## config.mk

```make
export PLATFORM = sky130hd
export DESIGN_NAME = tdm_slot_engine
export DESIGN_NICKNAME = d
export VERILOG_FILES = /design/src/rtl/tdm_slot_pkg.sv /design/src/rtl/tdm_bitclk.sv /design/src/rtl/tdm_tx.sv /design/src/rtl/tdm_rx.sv /design/src/rtl/tdm_slot_engine.sv
export SDC_FILE = /design/constraint.sdc
export NUM_CORES = 1
export LEC_CHECK = 0
export BUFFER_PORTS_ARGS = -buffer_cell sky130_fd_sc_hd__buf_2
export CELL_PAD_IN_SITES_DETAIL_PLACEMENT = 1
export CELL_PAD_IN_SITES_GLOBAL_PLACEMENT = 1
export CORE_AREA = 10 10 143 132
export DETAILED_ROUTE_END_ITERATION = 10
export DIE_AREA = 0 0 153 142
export GPL_ROUTABILITY_DRIVEN = 0
export GPL_TIMING_DRIVEN = 0
export HOLD_SLACK_MARGIN = 0.06
export PLACE_DENSITY_LB_ADDON = 0.1
export SYNTH_ARGS = -nofsm -noshare
export SYNTH_HDL_FRONTEND = slang
export SYNTH_SLANG_ARGS = --single-unit
```

## constraint.sdc

```tcl
create_clock -name clk -period 4.1 [get_ports clk]
set_input_delay 0.41 -clock clk [delete_from_list [all_inputs] [get_ports clk]]
set_output_delay 0.41 -clock clk [all_outputs]
set_load 0.01 [all_outputs]
```

## src/rtl/tdm_slot_pkg.sv

```systemverilog
package tdm_slot_pkg;

    localparam int SLOT_SEL_W = 4;

    typedef struct packed {
        logic                  en;
        logic [SLOT_SEL_W-1:0] slot;
    } chan_map_t;

    typedef struct packed {
        logic       lr_mode;
        logic       rise_smp;
        logic [3:0] len_code;
        chan_map_t  txl;
        chan_map_t  txr;
        chan_map_t  rxl;
        chan_map_t  rxr;
    } tdm_cfg_t;

    function automatic logic is_long_frame(input logic [3:0] code);
        return code == 4'b1101;
    endfunction

endpackage

```

## src/rtl/tdm_bitclk.sv

```systemverilog
module tdm_bitclk #(
    parameter int HALF_DIV = 2
) (
    input  logic clk,
    input  logic rst_n,
    input  logic rise_smp_i,
    output logic launch_o,
    output logic sample_o,
    output logic sck_o
);
    localparam int PH_W = (HALF_DIV > 1) ? $clog2(2 * HALF_DIV) : 1;
    localparam logic [PH_W-1:0] PH_LAST = PH_W'(2 * HALF_DIV - 1);
    localparam logic [PH_W-1:0] PH_MID  = PH_W'(HALF_DIV - 1);

    typedef struct packed {
        logic [PH_W-1:0] ph;
        logic            sck;
    } bclk_st_t;

    bclk_st_t st_q, st_d;

    assign launch_o = (st_q.ph == PH_LAST);
    assign sample_o = (st_q.ph == PH_MID);
    assign sck_o    = st_q.sck;

    always_comb begin
        st_d = st_q;
        if (launch_o) begin
            st_d.ph  = '0;
            st_d.sck = ~rise_smp_i;
        end else begin
            st_d.ph = st_q.ph + 1'b1;
        end
        if (sample_o) begin
            st_d.sck = rise_smp_i;
        end
    end

    always_ff @(posedge clk or negedge rst_n) begin
        if (!rst_n) begin
            st_q <= '0;
        end else begin
            st_q <= st_d;
        end
    end
endmodule

```

## src/rtl/tdm_tx.sv

```systemverilog
module tdm_tx import tdm_slot_pkg::*; #(
    parameter int SLOT_W = 16,
    parameter int SID_W  = 2
) (
    input  logic              clk,
    input  logic              rst_n,
    input  logic              launch_i,
    input  logic              slot_start_i,
    input  logic [SID_W-1:0]  slot_i,
    input  chan_map_t         map_l_i,
    input  chan_map_t         map_r_i,
    input  logic [SLOT_W-1:0] txl_data_i,
    input  logic              txl_valid_i,
    output logic              txl_ready_o,
    input  logic [SLOT_W-1:0] txr_data_i,
    input  logic              txr_valid_i,
    output logic              txr_ready_o,
    output logic              sdo_o,
    output logic              underrun_o
);
    typedef struct packed {
        logic [1:0][SLOT_W-1:0] hold;
        logic [1:0]             full;
        logic [SLOT_W-1:0]      shift;
        logic                   active;
        logic                   sdo;
        logic                   unf;
    } tx_st_t;

    tx_st_t st_q, st_d;

    logic [1:0][SLOT_W-1:0] in_data;
    logic [1:0]             in_valid;
    logic                   hit_l, hit_r, pick;

    assign in_data  = {txr_data_i, txl_data_i};
    assign in_valid = {txr_valid_i, txl_valid_i};
    assign hit_l    = map_l_i.en && (map_l_i.slot == SLOT_SEL_W'(slot_i));
    assign hit_r    = map_r_i.en && (map_r_i.slot == SLOT_SEL_W'(slot_i));
    assign pick     = ~hit_l;

    assign txl_ready_o = ~st_q.full[0];
    assign txr_ready_o = ~st_q.full[1];
    assign sdo_o       = st_q.sdo;
    assign underrun_o  = st_q.unf;

    always_comb begin
        st_d = st_q;
        for (int c = 0; c < 2; c++) begin
            if (in_valid[c] && !st_q.full[c]) begin
                st_d.hold[c] = in_data[c];
                st_d.full[c] = 1'b1;
            end
        end
        if (launch_i) begin
            if (slot_start_i) begin
                st_d.active = hit_l || hit_r;
                st_d.shift  = '0;
                if (hit_l || hit_r) begin
                    if (st_q.full[pick]) begin
                        st_d.shift      = st_q.hold[pick];
                        st_d.full[pick] = 1'b0;
                    end else begin
                        st_d.unf = 1'b1;
                    end
                end
            end else begin
                st_d.shift = {st_q.shift[SLOT_W-2:0], 1'b0};
            end
            st_d.sdo = st_d.active && st_d.shift[SLOT_W-1];
        end
    end

    always_ff @(posedge clk or negedge rst_n) begin
        if (!rst_n) begin
            st_q <= '0;
        end else begin
            st_q <= st_d;
        end
    end
endmodule

```

## src/rtl/tdm_rx.sv

```systemverilog
module tdm_rx import tdm_slot_pkg::*; #(
    parameter int SLOT_W = 16,
    parameter int SID_W  = 2,
    parameter int IDX_W  = 4
) (
    input  logic              clk,
    input  logic              rst_n,
    input  logic              sample_i,
    input  logic [SID_W-1:0]  slot_i,
    input  logic [IDX_W-1:0]  bit_i,
    input  chan_map_t         map_l_i,
    input  chan_map_t         map_r_i,
    input  logic              sdi_i,
    input  logic              rxl_ready_i,
    output logic [SLOT_W-1:0] rxl_data_o,
    output logic              rxl_valid_o,
    input  logic              rxr_ready_i,
    output logic [SLOT_W-1:0] rxr_data_o,
    output logic              rxr_valid_o,
    output logic              overrun_o
);
    localparam logic [IDX_W-1:0] LAST_BIT = IDX_W'(SLOT_W - 1);

    typedef struct packed {
        logic [1:0][SLOT_W-1:0] shift;
        logic [1:0][SLOT_W-1:0] hold;
        logic [1:0]             full;
        logic                   ovf;
    } rx_st_t;

    rx_st_t st_q, st_d;

    logic [1:0] hit;
    logic [1:0] take;
    logic [1:0][SLOT_W-1:0] word;

    assign take = {rxr_ready_i, rxl_ready_i};

    for (genvar c = 0; c < 2; c++) begin : g_hit
        chan_map_t m;
        assign m        = (c == 0) ? map_l_i : map_r_i;
        assign hit[c]   = m.en && (m.slot == SLOT_SEL_W'(slot_i));
        assign word[c]  = {st_q.shift[c][SLOT_W-2:0], sdi_i};
    end

    assign rxl_data_o  = st_q.hold[0];
    assign rxl_valid_o = st_q.full[0];
    assign rxr_data_o  = st_q.hold[1];
    assign rxr_valid_o = st_q.full[1];
    assign overrun_o   = st_q.ovf;

    always_comb begin
        st_d = st_q;
        for (int c = 0; c < 2; c++) begin
            if (take[c] && st_q.full[c]) begin
                st_d.full[c] = 1'b0;
            end
            if (sample_i && hit[c]) begin
                st_d.shift[c] = word[c];
                if (bit_i == LAST_BIT) begin
                    if (st_q.full[c] && !take[c]) begin
                        st_d.ovf = 1'b1;
                    end else begin
                        st_d.hold[c] = word[c];
                        st_d.full[c] = 1'b1;
                    end
                end
            end
        end
    end

    always_ff @(posedge clk or negedge rst_n) begin
        if (!rst_n) begin
            st_q <= '0;
        end else begin
            st_q <= st_d;
        end
    end
endmodule

```

## src/rtl/tdm_slot_engine.sv

```systemverilog
module tdm_slot_engine import tdm_slot_pkg::*; #(
    parameter int HALF_DIV = 2,
    parameter int SLOT_W   = 16
) (
    input  logic              clk,
    input  logic              rst_n,
    input  logic              cfg_lr_mode,
    input  logic              cfg_rise_smp,
    input  logic [3:0]        cfg_len_code,
    input  logic              cfg_txl_en,
    input  logic [3:0]        cfg_txl_slot,
    input  logic              cfg_txr_en,
    input  logic [3:0]        cfg_txr_slot,
    input  logic              cfg_rxl_en,
    input  logic [3:0]        cfg_rxl_slot,
    input  logic              cfg_rxr_en,
    input  logic [3:0]        cfg_rxr_slot,
    input  logic [SLOT_W-1:0] txl_data,
    input  logic              txl_valid,
    output logic              txl_ready,
    input  logic [SLOT_W-1:0] txr_data,
    input  logic              txr_valid,
    output logic              txr_ready,
    output logic [SLOT_W-1:0] rxl_data,
    output logic              rxl_valid,
    input  logic              rxl_ready,
    output logic [SLOT_W-1:0] rxr_data,
    output logic              rxr_valid,
    input  logic              rxr_ready,
    output logic              sck_o,
    output logic              fsync_o,
    output logic              sdo_o,
    input  logic              sdi_i,
    output logic              tx_underrun_o,
    output logic              rx_overrun_o
);
    localparam int MAX_SLOTS = 4;
    localparam int POS_W     = $clog2(SLOT_W * MAX_SLOTS);
    localparam int IDX_W     = $clog2(SLOT_W);
    localparam int SID_W     = POS_W - IDX_W;
    localparam logic [POS_W-1:0] SHORT_LAST = POS_W'(2 * SLOT_W - 1);
    localparam logic [POS_W-1:0] LONG_LAST  = POS_W'(4 * SLOT_W - 1);
    localparam logic [POS_W-1:0] SHORT_HALF = POS_W'(SLOT_W);
    localparam logic [POS_W-1:0] LONG_HALF  = POS_W'(2 * SLOT_W);

    typedef struct packed {
        tdm_cfg_t         cfg;
        logic [POS_W-1:0] pos;
        logic             fsync;
    } seq_st_t;

    seq_st_t st_q, st_d;
    tdm_cfg_t cfg_in;
    logic launch_w, sample_w, wrap;
    logic slot_start;
    logic [POS_W-1:0] last_q, last_d, half_d;

    assign cfg_in = '{lr_mode:  cfg_lr_mode,
                      rise_smp: cfg_rise_smp,
                      len_code: cfg_len_code,
                      txl:      '{en: cfg_txl_en, slot: cfg_txl_slot},
                      txr:      '{en: cfg_txr_en, slot: cfg_txr_slot},
                      rxl:      '{en: cfg_rxl_en, slot: cfg_rxl_slot},
                      rxr:      '{en: cfg_rxr_en, slot: cfg_rxr_slot}};

    always_comb begin
        st_d   = st_q;
        last_q = is_long_frame(st_q.cfg.len_code) ? LONG_LAST : SHORT_LAST;
        wrap   = (st_q.pos >= last_q);
        if (launch_w) begin
            st_d.pos = wrap ? '0 : st_q.pos + 1'b1;
            if (wrap) begin
                st_d.cfg = cfg_in;
            end
        end
        last_d = is_long_frame(st_d.cfg.len_code) ? LONG_LAST : SHORT_LAST;
        half_d = is_long_frame(st_d.cfg.len_code) ? LONG_HALF : SHORT_HALF;
        if (launch_w) begin
            st_d.fsync = st_d.cfg.lr_mode ? (st_d.pos < half_d) : (st_d.pos == last_d);
        end
    end

    always_ff @(posedge clk or negedge rst_n) begin
        if (!rst_n) begin
            st_q     <= '0;
            st_q.pos <= '1;
        end else begin
            st_q <= st_d;
        end
    end

    assign fsync_o    = st_q.fsync;
    assign slot_start = (st_d.pos[IDX_W-1:0] == '0);

    tdm_bitclk #(.HALF_DIV(HALF_DIV)) u_bitclk (
        .clk        (clk),
        .rst_n      (rst_n),
        .rise_smp_i (st_d.cfg.rise_smp),
        .launch_o   (launch_w),
        .sample_o   (sample_w),
        .sck_o      (sck_o)
    );

    tdm_tx #(.SLOT_W(SLOT_W), .SID_W(SID_W)) u_tx (
        .clk          (clk),
        .rst_n        (rst_n),
        .launch_i     (launch_w),
        .slot_start_i (slot_start),
        .slot_i       (st_d.pos[POS_W-1:IDX_W]),
        .map_l_i      (st_d.cfg.txl),
        .map_r_i      (st_d.cfg.txr),
        .txl_data_i   (txl_data),
        .txl_valid_i  (txl_valid),
        .txl_ready_o  (txl_ready),
        .txr_data_i   (txr_data),
        .txr_valid_i  (txr_valid),
        .txr_ready_o  (txr_ready),
        .sdo_o        (sdo_o),
        .underrun_o   (tx_underrun_o)
    );

    tdm_rx #(.SLOT_W(SLOT_W), .SID_W(SID_W), .IDX_W(IDX_W)) u_rx (
        .clk         (clk),
        .rst_n       (rst_n),
        .sample_i    (sample_w),
        .slot_i      (st_q.pos[POS_W-1:IDX_W]),
        .bit_i       (st_q.pos[IDX_W-1:0]),
        .map_l_i     (st_q.cfg.rxl),
        .map_r_i     (st_q.cfg.rxr),
        .sdi_i       (sdi_i),
        .rxl_ready_i (rxl_ready),
        .rxl_data_o  (rxl_data),
        .rxl_valid_o (rxl_valid),
        .rxr_ready_i (rxr_ready),
        .rxr_data_o  (rxr_data),
        .rxr_valid_o (rxr_valid),
        .overrun_o   (rx_overrun_o)
    );
endmodule

```

# --- Yosys cells after proc, flatten, opt, wreduce, memory -nomap -nowiden ---
# Cells that the tools add are included.
totals:
  register_bits: 154
  in_bits: 65
  out_inout_bits: 41
  elab_cells: 119
op_classes:
  n_addsub: 2
  order_cmp: 4
  n_eq_ne: 10
  n_mux: 41
  bitwise: 9
  reduce_logical: 25
op_table:
  columns: ["operator", "count"]
  rows:
  - ["2-to-1 mux 16 bit", 4]
  - ["2-to-1 mux 18 bit", 2]
  - ["2-to-1 mux 32 bit", 1]
  - ["2-to-1 mux 26 bit", 1]
  - ["2-to-1 mux 6 bit", 4]
  - ["2-to-1 mux 1 bit", 23]
  - ["2-to-1 mux 21 bit", 1]
  - ["equality test 4 x 2 -> 1 bit", 4]
  - ["logical AND 1 bit", 14]
  - ["equality test 4 bit, second input constant", 3]
  - ["2-to-1 mux 2 bit", 4]
  - ["NOT 1 bit", 7]
  - ["adder 6 x 1 -> 6 bit, second input constant", 1]
  - ["equality test 6 bit", 1]
  - [">= comparator 6 bit", 1]
  - ["< comparator 6 bit", 1]
  - ["AND reduction 3 bit", 2]
  - ["zero test 1 bit", 4]
  - ["zero test 4 bit", 1]
  - ["AND reduction 4 bit", 1]
  - ["adder 2 x 1 -> 2 bit, second input constant", 1]
  - ["AND 2 bit", 1]
  - ["equality test 2 x 1 -> 1 bit, second input constant", 1]
  - ["equality test 2 bit, second input constant", 1]
  - ["7 further kinds", 7]

# --- Logic depth before layout (Yosys ltp) ---
# Gate-level depths: netlist of the first run.
logic_depth:
  depth_word: 20
  ltp_mapped: 11
  mapped_depth_nobuf: 9

# --- By module ---
# Synthesis of the first run repeated with hierarchy kept, for this count alone.
hier_totals:
  cells_unflattened: 528
  hier_area_um2: 7024.2
by_module_without_submodules:
  columns: ["mod", "n_inst", "cells_per_inst", "area_per_inst_um2", "seq_area_each_um2"]
  rows:
  - ["tdm_rx", 1, 182, 2801.4, 1626.6]
  - ["tdm_tx", 1, 218, 2586.2, 1301.2]
  - ["tdm_slot_engine", 1, 116, 1493.9, 833.3]
  - ["tdm_bitclk", 1, 12, 142.6, 75.1]

# --- Worst setup path before layout of the first run ---
# No wires, ideal clock.
synth_timing:
  path_kind: "register to register"
  from: "register st_q[1] in the netlist's numbering"
  to: "register st_q, in the netlist fsync_o"
  setup_ns: 0.082
  arrival_ns: 2.891
  required_time_ns: 4.018
  setup_slack_ns: 1.127
  path_stages_with_launch: 11
  path_buffers: 2
  synth_period_minus_slack_ns: 2.973
  path_cell_list: "dfstp_2 -> ha_1 -> nand3_2 -> o21ai_0 -> buf_2 -> buf_1 -> a21oi_1 -> ha_1 -> inv_1 -> or4_1 -> a31oi_1"
synth_rtl:
  columns: ["element", "line_no", "rtl"]
  rows:
  - ["from (decl)", "tdm_slot_engine.sv:52", "seq_st_t st_q, st_d;"]
  - ["from (signal assigned)", "tdm_slot_engine.sv:88", "st_q <= st_d;"]

==> results of run 1 <==
==> cell type report <==
cell class	count	area (sq um)	share of cell area (%)
flip-flops and latches	153	3836	45.56
multi-input cells	370	2680	31.83
plain buffers	64	396.6	4.710
clock inverters	10	118.9	1.412
clock buffers	22	474.2	5.632
repair buffers	107	569.3	6.761
inverters	23	86.33	1.025
well taps	207	259.0	3.076
==> worst min-delay path by stage <==
stage               slack, ps              to            start
floorplan                 110         fsync_o            rst_n
global placement          440  u_rx.overrun_o   u_rx.overrun_o
detailed placement        450  u_rx.overrun_o   u_rx.overrun_o
CTS                       170         st_q[9]  cfg_rxr_slot[2]
global route              180        st_q[10]  cfg_rxr_slot[3]
finish                    190        st_q[14]  cfg_rxl_slot[2]
==> power breakdown <==
part / leakage [nW] / internal [mW] / switching, mW
clock: 0.282 / 0.944 / 0.600
combinational: 1.92 / 0.0678 / 0.0804
sequential: 1.89 / 1.55 / 0.0204
==> registers in the layout, indices dropped and copies added (netlist names) <==
signal            flops
fsync_o               1
st_q                 32
u_bitclk.sck_o        1
u_bitclk.st_q         2
u_rx.overrun_o        1
u_rx.rxl_data_o      16
u_rx.rxl_valid_o      1
u_rx.rxr_data_o      16
u_rx.rxr_valid_o      1
u_rx.st_q            30
u_tx.sdo_o            1
u_tx.st_q            50
u_tx.underrun_o       1
==> cells by family (layout without fill, tap and decap cells) <==
group                    Yosys count  count (layout)  synth area share [%]
buffers and inverters             87             226                 6.900
multiplexers                      87              87                 14.09
flip-flops                       153             153                 54.81
XOR/XNOR                           9               9                 1.323
AND/OR/NAND/NOR                  144             144                 10.03
AO/OA/AOI/OAI                    125             125                 11.96
adder cells (fa/ha/maj)            5               5                0.8938
==> metal layers <==
layer	share of wire, %	wire length [um]	vias up
li1	-	-	2375
met1	47	7800	2474
met2	47	7838	93
met3	4.2	692	16
met4	1.3	218	0
met5	0	0	-
==> layout by cell type, fill, tap and decap left out, types with 4 or more instances in the layout <==
master,Yosys,routed
dfrtp_1,147,147
buf_2,8,112
nand2_1,92,92
mux2_2,82,82
buf_4,35,35
a21oi_1,33,33
o21ai_0,26,26
inv_1,22,22
clkbuf_1,15,17
clkbuf_16,0,17
a22o_1,15,15
a211oi_1,15,15
a41oi_1,14,14
nor2_1,10,10
nand2b_1,6,6
dfstp_2,6,6
nand3_1,5,5
nor3_1,5,5
a31oi_1,5,5
xnor2_1,5,5
ha_1,5,5
buf_1,4,4
mux2i_1,4,4
nor2b_1,4,4
==> worst max-delay path, cell delays in order, from the launching register on <==
cell and delay (ps):
dfstp_2 590, ha_1 300, nand3_2 260, o21ai_0 570, buf_2 330, buf_1 390, a21oi_1 160, ha_1 320
inv_1 40, or4_1 490, a31oi_1 170
==> stage by stage <==
| stage | utilization [%] | instance area, sq um | hold WS [ps] | worst slack [ps] |
|---|---|---|---|---|
| 3_5_place_dp | 49.31 | 7818 | 454.4 | 354.1 |
| 5_1_grt | 53.11 | 8421 | 176.4 | 64.39 |
| 2_1_floorplan | - | 6999 | 114.4 | 1127 |
| 3_3_place_gp | 49.09 | 7784 | 437.9 | 377.8 |
| 6_report | 53.11 | 8421 | 185.7 | 401.1 |
| 4_1_cts | 53.11 | 8421 | 175.0 | 356.4 |
==> impl_metrics.json, run 1 <==
{
  "grtUsageMet1_pct": 20.18,
  "finalMaxSlewViolations": 0,
  "boundaryPins": 106,
  "min_period_over_period_pct": 90.22,
  "synth_top_area_share_pct": 52.56,
  "clk_latency_ps": 420,
  "r2r-start": "st_q[1]",
  "grt_usage_pct": 15.61,
  "cp-end-kind": "flop",
  "hold_viol_final": 0,
  "ys_warn_count": 0,
  "netlist_instances": 610,
  "use_met3_pct": 4.412,
  "outcome": "finished, final reports clean",
  "cp_max_fo": 10,
  "synth_area_sq_um": 6999,
  "layout-drive-gt1-share_pct": 37.65,
  "synth_seq_area_share_pct": 54.81,
  "cts_root_buf": "clkbuf_16",
  "tightest_slew_ps": 717.6,
  "instances_no_fill": 956,
  "cts_buffers": 17,
  "grt.met2_usage_pct": 24.91,
  "start_util_pct": 44.14,
  "synth-main-ff-cell": "dfrtp_1",
  "power_per_cell_area_nw_per_um2": 387.9,
  "setup_tns_ps": 0,
  "cts_tree": "yes",
  "num_vias": 4958,
  "synth_nets": 680,
  "cts_resized": 0,
  "worstHoldPathType": "input port to flop",
  "hold_depth": 3,
  "fillers": 1728,
  "worst_setup_path_start_kind": "flop",
  "irDropWorstVdd_uv": 280.4,
  "reg2reg_depth": 10,
  "cp.arrival_ps": 4040,
  "r2r_setup_slack_ps": 400,
  "grt_pass1_vias": 5399,
  "ant_nets": 0,
  "io_buffers": 105,
  "cts_hold_buf": 1,
  "p_leak_nw": 4.096,
  "critPathRequiredTime_ps": 4440,
  "min_period_ps": 3699,
  "fp.coreArea_sq_um": 15860,
  "post_drt_wl_per_cell_um": 17.31,
  "wirelength_um": 16550,
  "syn_area_per_cell_sq_um": 11.47,
  "diodes": 0,
  "cts_max_path_buffers": 2,
  "hpwl_um": 12310,
  "clkSinkCount": 153,
  "die-area_sq_um": 21730,
  "synth_common_cells": "dfrtp_1, nand2_1, mux2_2, buf_4, a21oi_1",
  "ys_ff_latch": 153,
  "syn_to_final_growth_pct": 20.31,
  "cts_max_level": 4,
  "drc_errors": 0,
  "max-slew-margin-rel_pct": 51.79,
  "rows": 44,
  "synth-edff-count": 0,
  "async_reset_ff_share_pct": 100.0,
  "yosysMostFrequentCell": "dfrtp_1",
  "drt-initial-drc-count": 204,
  "maxCapViolCount": 0,
  "grt-ovfl-total": 0,
  "endpoint": "fsync_o",
  "clock_skew_ps": 8.254,
  "ys_top_cells_by_area": "dfrtp_1, mux2_2, nand2_1",
  "finalPower_mw": 3.267,
  "die_w_um": 153,
  "cts_setup_buffers": 0,
  "antenna_found_initial": 0,
  "critPathKind": "flop to flop",
  "grt_max_degree": 80,
  "synth_cell_types": 55,
  "setup_violations": 0,
  "grt_pass1_wl_um": 27720,
  "crit_start": "st_q[1]",
  "clk_pin_slew_ps": 60,
  "fmax_mhz": 270.4,
  "dp_cells": 923,
  "nets": 806,
  "busiest_layer": "met2",
  "fp.dieH_um": 142,
  "dr.pass1.iters": 5,
  "r2r-end": "fsync_o",
  "rsz0062_at_grt": "no",
  "yosysTopAreaCell": "dfrtp_1",
  "viasPerCell": 5.186
}
(Power assumes the default switching activity.)
==> inputs of run 2 (changes only) <==
--- a/config.mk
+++ b/config.mk
@@ -8,9 +8,9 @@
 export BUFFER_PORTS_ARGS = -buffer_cell sky130_fd_sc_hd__buf_2
 export CELL_PAD_IN_SITES_DETAIL_PLACEMENT = 1
 export CELL_PAD_IN_SITES_GLOBAL_PLACEMENT = 1
-export CORE_AREA = 10 10 143 132
+export CORE_AREA = 10 10 149 137
 export DETAILED_ROUTE_END_ITERATION = 10
-export DIE_AREA = 0 0 153 142
+export DIE_AREA = 0 0 159 147
 export GPL_ROUTABILITY_DRIVEN = 0
 export GPL_TIMING_DRIVEN = 0
 export HOLD_SLACK_MARGIN = 0.06
==> constraint.sdc (replaced) <==
create_clock -name clk -period 3.3 [get_ports clk]
set_input_delay 0.33 -clock clk [delete_from_list [all_inputs] [get_ports clk]]
set_output_delay 0.33 -clock clk [all_outputs]
set_load 0.01 [all_outputs]
==> run 2 against run 1 <==
Effect of this change:
- sequential share of layout area down 0.53 points
- via count up 0.20%
- fmax is 20% higher
- wire length is 3.1% higher
- sequential power increased by 25%
- setup slack got worse by 190 ps
- combinational power increased by 26%
- non-clock buffer count stayed put
- utilization is 3.9 points lower
- clock power rose by 35%
- critical path depth unchanged
- hold slack lost 85 ps
- critical path type unchanged
- largest cell class unchanged
- highest routed layer unchanged
==> impl_metrics.json, run 2 (synthesis gave the netlist of run 1 again) <==
{
  "outcome": "finished, final reports clean",
  "clkSinkCount": 153,
  "cp_max_fo": 10,
  "hold_viol_final": 0,
  "cts_tree": "yes",
  "hold_slack_ps": 100.5,
  "slowest_delay_ps": 600,
  "clk_latency_ps": 420,
  "worstHoldPathType": "input port to flop",
  "grt_max_degree": 78,
  "finalPower_mw": 4.219,
  "final_common_cell": "dfrtp_1",
  "tightest_slew_ps": 745.6,
  "num_vias": 4968,
  "wirelength_um": 17060,
  "timing.final.ws_setup_ps": 207.5,
  "place_ws_ps": -524.4,
  "hpwl_um": 12390,
  "critPathRequiredTime_ps": 3650,
  "r2r-end": "fsync_o",
  "dr.pass1.iters": 4,
  "fillers": 1886,
  "power_per_cell_area_nw_per_um2": 495.2,
  "cp_slowest_cell": "dfstp_2",
  "min_period_ps": 3093,
  "largest_registers": "u_tx.st_q x50, st_q x32, u_rx.st_q x30",
  "max-slew-margin-rel_pct": 49.91,
  "mostFrequentLayoutCells": "dfrtp_1, buf_2, nand2_1, mux2_2, buf_4",
  "layout-drive-gt1-share_pct": 38.05,
  "rsz0062_at_grt": "no",
  "hold_depth": 3,
  "syn_to_final_growth_pct": 21.72,
  "start_util_pct": 40.40,
  "cts_root_buf": "clkbuf_16",
  "hold_path_end": "st_q[15]",
  "diodes": 0,
  "irDropWorstVdd_uv": 357.7,
  "r2r-start": "st_q[1]",
  "hold_start": "cfg_rxl_slot[3]",
  "reg2reg_depth": 10,
  "die_w_um": 159,
  "drt-initial-drc-count": 196,
  "grt_usage_pct": 14.75,
  "min_period_over_period_pct": 93.71,
  "regMostFlops": "u_tx.st_q",
  "cts_max_path_buffers": 2,
  "instances_no_fill": 989,
  "dp_cells": 956,
  "drc_errors": 0,
  "fmax_mhz": 323.4,
  "worst_setup_path_start_kind": "flop",
  "viasPerCell": 5.023,
  "path_cells": "ha_1 -> nand3_4 -> o21ai_4 -> clkbuf_4 -> clkbuf_4 -> a21oi_1 -> ha_1 -> inv_1 -> or4_1 -> a31oi_1",
  "die-area_sq_um": 23370,
  "setup_violations": 0,
  "boundaryPins": 106,
  "dpl_cell_area_sq_um": 7859,
  "cts_max_level": 4,
  "nets": 806,
  "cp_num_buf_inv": 3,
  "design_area_sq_um": 8519,
  "largest_reg_flops": 50,
  "cts_buffers": 17,
  "r2r_setup_slack_ps": 210,
  "cp.arrival_ps": 3440,
  "io_buffers": 105,
  "maxCapViolCount": 0,
  "antenna_found_initial": 0,
  "critPathKind": "flop to flop",
  "p_leak_nw": 4.117,
  "fp.dieH_um": 147,
  "rows": 46,
  "grt_pass1_vias": 5368,
  "clk_pin_slew_ps": 60,
  "crit_family": "simple AND/OR/NAND/NOR gates",
  "crit_start": "st_q[1]",
  "cts_setup_buffers": 0,
  "post_drt_wl_per_cell_um": 17.25,
  "ant_nets": 0,
  "fp.coreArea_sq_um": 17320,
  "grt-ovfl-total": 0,
  "finalMaxSlewViolations": 0,
  "cp-end-kind": "flop",
  "clock_skew_ps": 9.343,
  "grt_pass1_wl_um": 28210
}
==> run 2: cell type report <==
class / count / area [sq um] / share of cell area, %
sequential: 153 / 3836 / 45.03
multi-input combinational: 370 / 2699 / 31.68
timing repair buffer: 107 / 569.3 / 6.682
clock buffer: 18 / 429.2 / 5.037
buffer: 64 / 402.9 / 4.729
tap: 240 / 300.3 / 3.525
clock inverter: 14 / 196.4 / 2.306
inverter: 23 / 86.33 / 1.013
==> run 2: worst register-to-register path: stages (launching register included) <==
cell	delay, ps
dfstp_2	600
ha_1	350
nand3_4	210
o21ai_4	270
clkbuf_4	250
clkbuf_4	230
a21oi_1	100
ha_1	320
inv_1	40
or4_1	500
a31oi_1	170
==> run 2: metal layers <==
metal / wire, um / up-vias / global-route usage (%)
met4: 161 / 0 / 4.074
met2: 7918 / 98 / 23.15
met5: 0 / - / 0
li1: - / 2371 / -
met1: 8108 / 2488 / 19.06
met3: 869 / 11 / 4.972
==> run 2: how the worst max path moves through the flow <==
stage | end | slack [ps] | cells after the start
2_1_floorplan | fsync_o | 330 | 10
3_3_place_gp | fsync_o | -420 | 10
3_5_place_dp | fsync_o | -520 | 10
4_1_cts | fsync_o | 20 | 10
5_1_grt | fsync_o | 30 | 11
6_report | fsync_o | 210 | 10
==> run 2: repair_timing <==
item,4_1_cts,5_1_grt
hold buffers,1,0
hold endpoints to repair,70,0
setup endpoints to repair,2,1
resized for setup,4,3
==> run 2: metrics by stage <==
step	TNS, ps	util, %
6_report	0	49.18
5_1_grt	0	49.18
4_1_cts	0	49.10
3_5_place_dp	-524.4	45.36
3_3_place_gp	-53410	45.17
2_1_floorplan	0	-
==> run 2: where the power goes <==
part           internal, mW  total [mW]  switching, mW
combinational        0.0843       0.187          0.102
sequential             1.93        1.96         0.0258
clock                  1.27        2.08          0.805
total                  3.29        4.22          0.933
==> inputs of run 3 (changes only) <==
--- a/config.mk
+++ b/config.mk
@@ -9,6 +9,7 @@
 export CELL_PAD_IN_SITES_DETAIL_PLACEMENT = 1
 export CELL_PAD_IN_SITES_GLOBAL_PLACEMENT = 1
 export CORE_AREA = 10 10 149 137
+export CTS_CLUSTER_SIZE = 8
 export DETAILED_ROUTE_END_ITERATION = 10
 export DIE_AREA = 0 0 159 147
 export GPL_ROUTABILITY_DRIVEN = 0
==> constraint.sdc (replaced) <==
create_clock -name clk -period 3.3 [get_ports clk]
set_input_delay 0 -clock clk [delete_from_list [all_inputs] [get_ports clk]]
set_output_delay 0 -clock clk [all_outputs]
set_load 0.01 [all_outputs]
==> run 3 against run 2 <==
Effect of this change:
- power rose by 1.5%
- clock power barely moved
- largest cell class unchanged
- global-route usage rose by 0.85 points
- sequential power barely moved
- hold slack improved by 63 ps
- die area did not move
- highest routed layer unchanged
- first-iteration DRC count fell by 21%
- combinational power rose by 32%
- utilization rose by 3.6 points
==> impl_metrics.json, run 3 (synthesis gave the netlist of run 1 again) <==
{
  "io_buffers": 105,
  "cp-end-kind": "flop",
  "worst_setup_path_start_kind": "flop",
  "setup_violations": 0,
  "nets": 869,
  "max-slew-margin-rel_pct": 50.23,
  "regMostFlops": "u_tx.st_q",
  "finalPower_mw": 4.280,
  "rsz0062_at_grt": "no",
  "tightest_slew_ps": 740.9,
  "dpl_cell_area_sq_um": 7859,
  "power_frac_seq_pct": 45.7,
  "drc_errors": 0,
  "cts_max_path_buffers": 2,
  "rows": 46,
  "worstHoldPathType": "input port to async pin",
  "clkPwrFrac_pct": 48.5,
  "hold_slack_ps": 163.4,
  "combPwrFrac_pct": 5.8,
  "p_sw_share_pct": 22.09,
  "grt-ovfl-total": 0,
  "path_cells": "ha_1 -> nand3_4 -> o21ai_4 -> clkbuf_4 -> clkbuf_4 -> a21oi_1 -> ha_1 -> inv_1 -> or4_1 -> a31oi_1",
  "hold_viol_final": 0,
  "p_int_mw": 3.334,
  "clkSinkCount": 153,
  "layout-drive-gt1-share_pct": 35.10,
  "syn_to_final_growth_pct": 30.73,
  "start_util_pct": 40.40,
  "cp_max_fo": 10,
  "cts_tree": "yes",
  "p_switching_mw": 0.9455,
  "clk_pin_slew_ps": 60,
  "drt-initial-drc-count": 155,
  "grt_pass1_wl_um": 29930,
  "viasPerCell": 4.995,
  "diodes": 0,
  "wirelength_um": 17980,
  "fp.dieH_um": 147,
  "cts_buffers": 17,
  "slowest_delay_ps": 600,
  "boundaryPins": 106,
  "reg2reg_depth": 10,
  "min_period_over_period_pct": 93.77,
  "grt_usage_pct": 15.60,
  "cts_root_buf": "clkbuf_16",
  "irDropWorstVdd_uv": 359.3,
  "grt_pass1_vias": 5714,
  "grt_max_degree": 78,
  "cp_slowest_cell": "dfstp_2",
  "ant_nets": 0,
  "mostFrequentLayoutCells": "dfrtp_1, buf_2, nand2_1, mux2_2, dlygate4sd3_1",
  "maxCapViolCount": 0,
  "die_w_um": 159,
  "outcome": "finished, final reports clean",
  "antenna_found_initial": 0,
  "clk_latency_ps": 430,
  "timing.final.ws_setup_ps": 205.5,
  "design_area_sq_um": 9150,
  "post_drt_wl_per_cell_um": 17.09,
  "cts_max_level": 4,
  "critPathRequiredTime_ps": 3650,
  "num_vias": 5255,
  "largest_reg_flops": 50,
  "postLayoutCoreUtil_pct": 52.82,
  "fillers": 1843,
  "clock_skew_ps": 9.010,
  "min_period_ps": 3095,
  "fp.coreArea_sq_um": 17320,
  "cts_setup_buffers": 0,
  "place_ws_ps": -524.4,
  "largest_registers": "u_tx.st_q x50, st_q x32, u_rx.st_q x30",
  "finalMaxSlewViolations": 0,
  "die-area_sq_um": 23370,
  "hpwl_um": 12390,
  "critPathKind": "flop to flop",
  "fmax_mhz": 323.2,
  "cp.arrival_ps": 3440,
  "power_per_cell_area_nw_per_um2": 467.8,
  "dr.pass1.iters": 4,
  "final_common_cell": "dfrtp_1",
  "p_leak_nw": 4.380
}
## run 3: final timing paths
path | start | to | slack, ps
worst max-delay path | st_q[1] | fsync_o | 210
worst min-delay path | rst_n | st_q[15] | 160
worst max register to register | st_q[1] | fsync_o | 210
worst min register to register | st_q[28] | st_q[28] | 460
max in group asynchronous | rst_n | u_rx.rxl_data_o[8] | 2310
min in group clk | cfg_rxr_slot[2] | st_q[9] | 300
## run 3: critical path: cells and delay by family, from the launching register on
family	cells	cell delay [ps]
AO/OA/AOI/OAI	3	540
buffers and inverters	3	520
flip-flops	1	600
adder cells (fa/ha/maj)	2	670
AND/OR/NAND/NOR	2	710
## run 3: area by class of cell
class / count / area, sq um / area share, %
Sequential cell: 153 / 3836 / 41.93
Multi-Input combinational cell: 370 / 2699 / 29.50
Timing Repair Buffer: 170 / 1200 / 13.11
Clock buffer: 18 / 429.2 / 4.690
Buffer: 64 / 402.9 / 4.403
Tap cell: 240 / 300.3 / 3.282
Clock inverter: 14 / 196.4 / 2.147
Inverter: 23 / 86.33 / 0.9435
## run 3: power by group through the flow
stage	Sequential, mW	Combinational (mW)	Clock, mW
finish	1.96	0.247	2.08
global route	1.96	0.278	2.22
CTS	1.96	0.249	2.13
detailed placement	1.99	0.189	0
global placement	1.99	0.176	0
floorplan	1.98	0.0793	0
## run 3: what timing repair did
| action | CTS | global route |
|---|---|---|
| gates cloned | 0 | 0 |
| hold buffers | 64 | 0 |
| pin swaps | 0 | 0 |
| hold endpoints to repair | 145 | 0 |
| gates resized for setup | 4 | 3 |
| setup endpoints to repair | 2 | 1 |
## run 3: through the flow
stage               std cells  TNS (ps)
CTS                      1052         0
global route             1052         0
global placement          955     -4901
finish                   1052         0
floorplan                 610         0
detailed placement        956    -524.4
## run 3: metal layers
layer | share of wire [%] | track usage [%] | wire, um
met3 | 4.6 | 4.916 | 833
met2 | 48 | 25.50 | 8644
met1 | 46 | 19.62 | 8337
met4 | 0.89 | 4.074 | 160
met5 | 0 | 0 | 0
